==> src/rtl/rxb_pkg.sv <==
package rxb_pkg;
  localparam int DATA_W = 8;
  localparam int SYM_W  = DATA_W + 1;
  localparam int TAP_HI = SYM_W - 1;
  localparam int TAP_LO = 4;

  typedef logic [SYM_W-1:0] sym_t;

  typedef enum logic [1:0] {
    PH_IDLE = 2'd0,
    PH_WAIT = 2'd1,
    PH_RUN  = 2'd2
  } phase_t;

  // Fibonacci step for x^9 + x^5 + 1
  function automatic sym_t lfsr_step(input sym_t s);
    return {s[SYM_W-2:0], s[TAP_HI] ^ s[TAP_LO]};
  endfunction

  // Expected {flag, byte} for a register state
  function automatic sym_t expect_sym(input sym_t s, input sym_t mark);
    return s ^ mark;
  endfunction

  function automatic logic is_start(input sym_t s);
    return s == '0;
  endfunction
endpackage

==> src/rtl/rxb_cmp.sv <==
module rxb_cmp
  import rxb_pkg::*;
(
  input  logic clk,
  input  logic rst_n,
  input  logic bist_en,
  input  logic running,
  input  logic sym_valid,
  input  sym_t rx_sym,
  input  sym_t exp_sym,
  input  logic at_mark,
  input  logic code_viol,
  input  logic disp_err,
  output logic err_flag,
  output logic loop_pulse
);
  logic chk;
  logic miss;
  logic err_nxt;

  assign chk     = bist_en && running && sym_valid;
  assign miss    = (rx_sym != exp_sym);
  assign err_nxt = bist_en ? (chk && miss) : (sym_valid && (code_viol || disp_err));

  always_ff @(posedge clk) begin
    if (!rst_n) begin
      err_flag   <= 1'b0;
      loop_pulse <= 1'b0;
    end else begin
      err_flag   <= err_nxt;
      loop_pulse <= chk && at_mark;
    end
  end

  // no error reported while waiting for the start code
  assert_quiet_wait_R3: assert property (@(posedge clk) disable iff (!rst_n)
    (bist_en && !running) |=> (!err_flag && !loop_pulse));
  // an idle cycle produces no error and no pulse
  assert_gap_quiet_R8: assert property (@(posedge clk) disable iff (!rst_n)
    !sym_valid |=> (!err_flag && !loop_pulse));
  // no progress pulse outside test mode
  assert_pulse_bist_R9: assert property (@(posedge clk) disable iff (!rst_n)
    !bist_en |=> !loop_pulse);
  // decoder errors do not show on a matching symbol in test mode
  assert_ignore_viol_R7: assert property (@(posedge clk) disable iff (!rst_n)
    (chk && (rx_sym == exp_sym) && (code_viol || disp_err)) |=> !err_flag);
endmodule

==> config.mk <==
export PLATFORM = sky130hd
export DESIGN_NAME = rxb_cmp
export DESIGN_NICKNAME = d
export VERILOG_FILES = /design/src/rtl/rxb_pkg.sv /design/src/rtl/rxb_cmp.sv
export SDC_FILE = /design/constraint.sdc
export NUM_CORES = 1
export LEC_CHECK = 0
export CAP_MARGIN = 25
export CELL_PAD_IN_SITES_DETAIL_PLACEMENT = 0
export CELL_PAD_IN_SITES_GLOBAL_PLACEMENT = 2
export CORE_MARGIN = 1
export CORE_UTILIZATION = 10
export DETAILED_ROUTE_END_ITERATION = 12
export PLACE_DENSITY = 0.9
export SYNTH_ARGS = -nofsm -noshare
export SYNTH_HDL_FRONTEND = slang
export SYNTH_SLANG_ARGS = --single-unit
==> constraint.sdc <==
create_clock -name clk -period 0.9 [get_ports clk]
set_input_delay 0.18 -clock clk [delete_from_list [all_inputs] [get_ports clk]]
set_output_delay 0.18 -clock clk [all_outputs]
set_load 0.1 [all_outputs]
# Yosys cells after proc, flatten, opt, wreduce, memory -nomap -nowiden
# Index checks and enable logic that the tools add are counted.
# word_totals
input_bits,26
word_cells,10
output_inout_bits,2
ff_bits,2
# op_classes
n_mux,1
n_eq_ne,1
reduce_logical,6
# ops
operator,n
9-bit != test,1
1-bit logical AND,5
1-bit logical OR,1
1-bit 2-to-1 mux,1

# Depth between registers and ports, before layout
# depth
ltp_word,4
depth_mapped,4
mapped_depth_nobuf,4

# Least setup slack after synthesis
# OpenSTA, ideal clock, no wires.
# synth_path
path_type,flip-flop to output port
from,reg err_flag
to,out err_flag
path_buffers,0
t_arrival_ns,0.909
path_stages_with_launch,1
setup_slack_ns,-0.189
t_required_ns,0.720
cell_sequence,dfxtp_1
# synth_rtl
item,line_no,rtl
start: declaration,rxb_cmp.sv:14,"output logic err_flag,"
start signal: assignment,rxb_cmp.sv:30,err_flag <= err_nxt;
# No word-level cell between the ends.

# Final worst setup path
# layout_path
from,reg err_flag
to,out err_flag
# No word-level cell between the ends.

==> flow_metrics.env <==
export IMPL_power_switching_mw=0.119
export IMPL_p_comb_share_pct=36.8
export IMPL_vias=255
export IMPL_synth_seq_cells=2
export IMPL_fill_cells=171
export IMPL_netSwitchingFraction_pct=25.7
export IMPL_use_met2_pct=10.2
export IMPL_netlist_area_sq_um=164
export IMPL_cts_made_buffers=3
export IMPL_io_buffers=27
export IMPL_grt_max_degree=3
export IMPL_post_cts_buffers=0
export IMPL_antenna_found_initial=0
export IMPL_path_cells="buf_12"
export IMPL_area_growth_syn_to_layout_pct=170
export IMPL_grt_usage_pct=7.14
export IMPL_synth_fp_nets=45
export IMPL_met1_usage_pct=7.24
export IMPL_finalHoldViolations=0
export IMPL_grt_busiest_layer="met2"
export IMPL_drt_initial_drc_count=1
export IMPL_ir_worst_vdd_uv=268
export IMPL_tightest_slew_ns=0.245
export IMPL_cts_htree_levels=1
export IMPL_final_cell_mix="8 x buf_2, 7 x xnor2_1, 7 x clkdlybuf4s50_1, 6 x clkbuf_2, 4 x clkdlybuf4s15_1"
export IMPL_regArea_sq_um=42.5
export IMPL_slowest_delay_ns=0.33
export IMPL_dp_slack_ns=-0.522
export IMPL_muxShareOfSynthArea_pct=0
export IMPL_power_density_nw_per_um2=1040
export IMPL_max_freq_ghz=1.11
export IMPL_gp_congestion=0.683
export IMPL_min_path_cells=5
export IMPL_yosys_area_top_type="xnor2_1"
export IMPL_synth_distinct_cells=10
export IMPL_yosysSeqAreaShare_pct=24.4
export IMPL_dp_cells=63
export IMPL_wl_per_cell_um=8.03
export IMPL_drt_wl_total_um=530
export IMPL_min_period_ns=0.899
export IMPL_cts_tree="yes"
export IMPL_ys_warn_count=0
export IMPL_worstHoldPathType="input pin to register"
export IMPL_ys_top_cells_by_area="xnor2_1 37%, dfxtp_1 24%, xor2_1 11%"
export IMPL_hpwlAfterDp_um=454
export IMPL_rows=14
export IMPL_outcome="complete, no violations"
export IMPL_synthXorXnorAreaFrac_pct=48.1
export IMPL_worstSetupPathType="register to output port"
export IMPL_drc=0
export IMPL_leakage_nw=0.190
export IMPL_synth_compound_area_share_pct=8.40
export IMPL_clock_path_buffers=2
export IMPL_multi_input_area_sq_um=126
export IMPL_min_from="rx_sym[1]"
export IMPL_cp_slowest_cell="dfxtp_2"
export IMPL_num_io_pins=28
export IMPL_die_w_um=42.5
export IMPL_power_frac_clock_pct=42.5
export IMPL_grt_pass1_wl_um=897
export IMPL_layout_nets=78
export IMPL_pwr_share_seq_pct=20.8
export IMPL_critical_path_required_ns=0.72
export IMPL_synth_top_family_by_area="XOR/XNOR gates"
export IMPL_synth_simple_gate_area_share_pct=16.8
export IMPL_clkTransAtPathRegs_ns=0.03
export IMPL_die_y_um=42.5
export IMPL_grt_pass1_vias=239
export IMPL_ant_nets=0
export IMPL_die_area_sq_um=1800
export IMPL_start_kind="register"
export IMPL_slew_violations=0
export IMPL_grt_overflow=0
export IMPL_hold_slack_ns=0.377
export IMPL_cts_sinks=2
export IMPL_crit_family="flip-flops"
export IMPL_final_cells=66
export IMPL_setup_viol=0
export IMPL_final_common_cell="buf_2"
export IMPL_avgSynthCellArea_sq_um=8.63
export IMPL_internal_power_mw=0.344
export IMPL_use_met3_pct=4.74
export IMPL_min_to="err_flag"
export IMPL_cap_violations=0
export IMPL_crit_buf_inv=1
export IMPL_drtPass1Iterations=3
export IMPL_rsz0062_at_grt="yes"
export IMPL_timing_final_crit_share_pct=99.9
export IMPL_fin_ws_ns=0.000703
export IMPL_routed_via_density=3.86
export IMPL_synth_fa_ha_area_share_pct=0
export IMPL_worstSetupEndpointType="output port"
export IMPL_initial_core_util_pct=10.8
export IMPL_slew_headroom_pct=83.5
export IMPL_crit_arrival_ns=0.72
export IMPL_critPathMaxFanout=1
export IMPL_core_area_sq_um=1520
export IMPL_drive_gt1_share_pct=46.0
export IMPL_synth_cells=19
export IMPL_yosysTopAreaCellShare_pct=37.4
export IMPL_insertedDiodeCount=0
export IMPL_root_buffer="clkbuf_4"
power groups by stage:
stage | Clock, mW | Sequential [mW] | Combinational [mW]
floorplan | 0 | 0.120 | 0.0412
global placement | 0 | 0.0972 | 0.203
detailed placement | 0 | 0.0974 | 0.203
CTS | 0.208 | 0.0959 | 0.175
global route | 0.224 | 0.0962 | 0.184
finish | 0.196 | 0.0960 | 0.170
how the worst max path moves through the flow:
| stage | startpoint | to | slack, ns | depth (start not counted) |
|---|---|---|---|---|
| 2_1_floorplan | exp_sym[6] | err_flag | 0.09 | 4 |
| 3_3_place_gp | exp_sym[1] | err_flag | -0.42 | 5 |
| 3_5_place_dp | exp_sym[6] | err_flag | -0.52 | 5 |
| 4_1_cts | err_flag | err_flag | -0.008 | 1 |
| 5_1_grt | err_flag | err_flag | -0.03 | 1 |
| 6_report | err_flag | err_flag | 0.0007 | 1 |
area by class of cell:
| cell class | instances | area share (%) |
|---|---|---|
| repair buffers | 28 | 51.4 |
| inverters | 1 | 0.847 |
| well taps | 16 | 4.52 |
| multi-input cells | 16 | 28.5 |
| clock buffers | 3 | 5.08 |
| flip-flops and latches | 2 | 9.60 |
layer usage:
layer	share of wire (%)	vias to the layer above	wire, um
li1	-	130	-
met1	41	97	215
met2	37	26	194
met3	21	2	112
met4	1.3	0	7
met5	0	-	0
synthesized netlist by cell type:
master / count
dfxtp_1: 2
nor2_1: 1
inv_1: 1
o22ai_1: 1
nand4_1: 2
xnor2_1: 7
nand3_1: 1
o211ai_1: 1
nor4_1: 1
xor2_1: 2
through the flow:
stage | area [sq um] | TNS [ns] | util, % | power (mW)
after CTS | 463 | -0.00943 | 30.4 | 0.479
after detailed placement | 484 | -0.597 | 31.8 | 0.301
after floorplan | 166 | 0 | - | 0.161
final | 443 | 0 | 29.1 | 0.462
after global routing | 443 | -0.0469 | 29.1 | 0.504
after global placement | 484 | -0.510 | 31.8 | 0.300
registers in the layout, indices dropped and copies added, names as in the netlist:
| name | flops |
|---|---|
| err_flag | 1 |
| loop_pulse | 1 |
repair_timing:
| item | in CTS | in global routing |
|---|---|---|
| endpoints found under the setup margin | 3 | 3 |
| pin swaps | 13 | 8 |
| gates resized for setup | 39 | 14 |
| hold buffers | 0 | 0 |
cells by family (layout without fill, tap and decap cells):
| kind of cell | after synthesis | in the layout |
|---|---|---|
| AO/OA/AOI/OAI | 2 | 2 |
| flip-flops | 2 | 2 |
| buffers and inverters | 1 | 32 |
| AND/OR/NAND/NOR | 5 | 5 |
| XOR/XNOR | 9 | 9 |
Note: power is estimated with default switching activity, not from simulation.
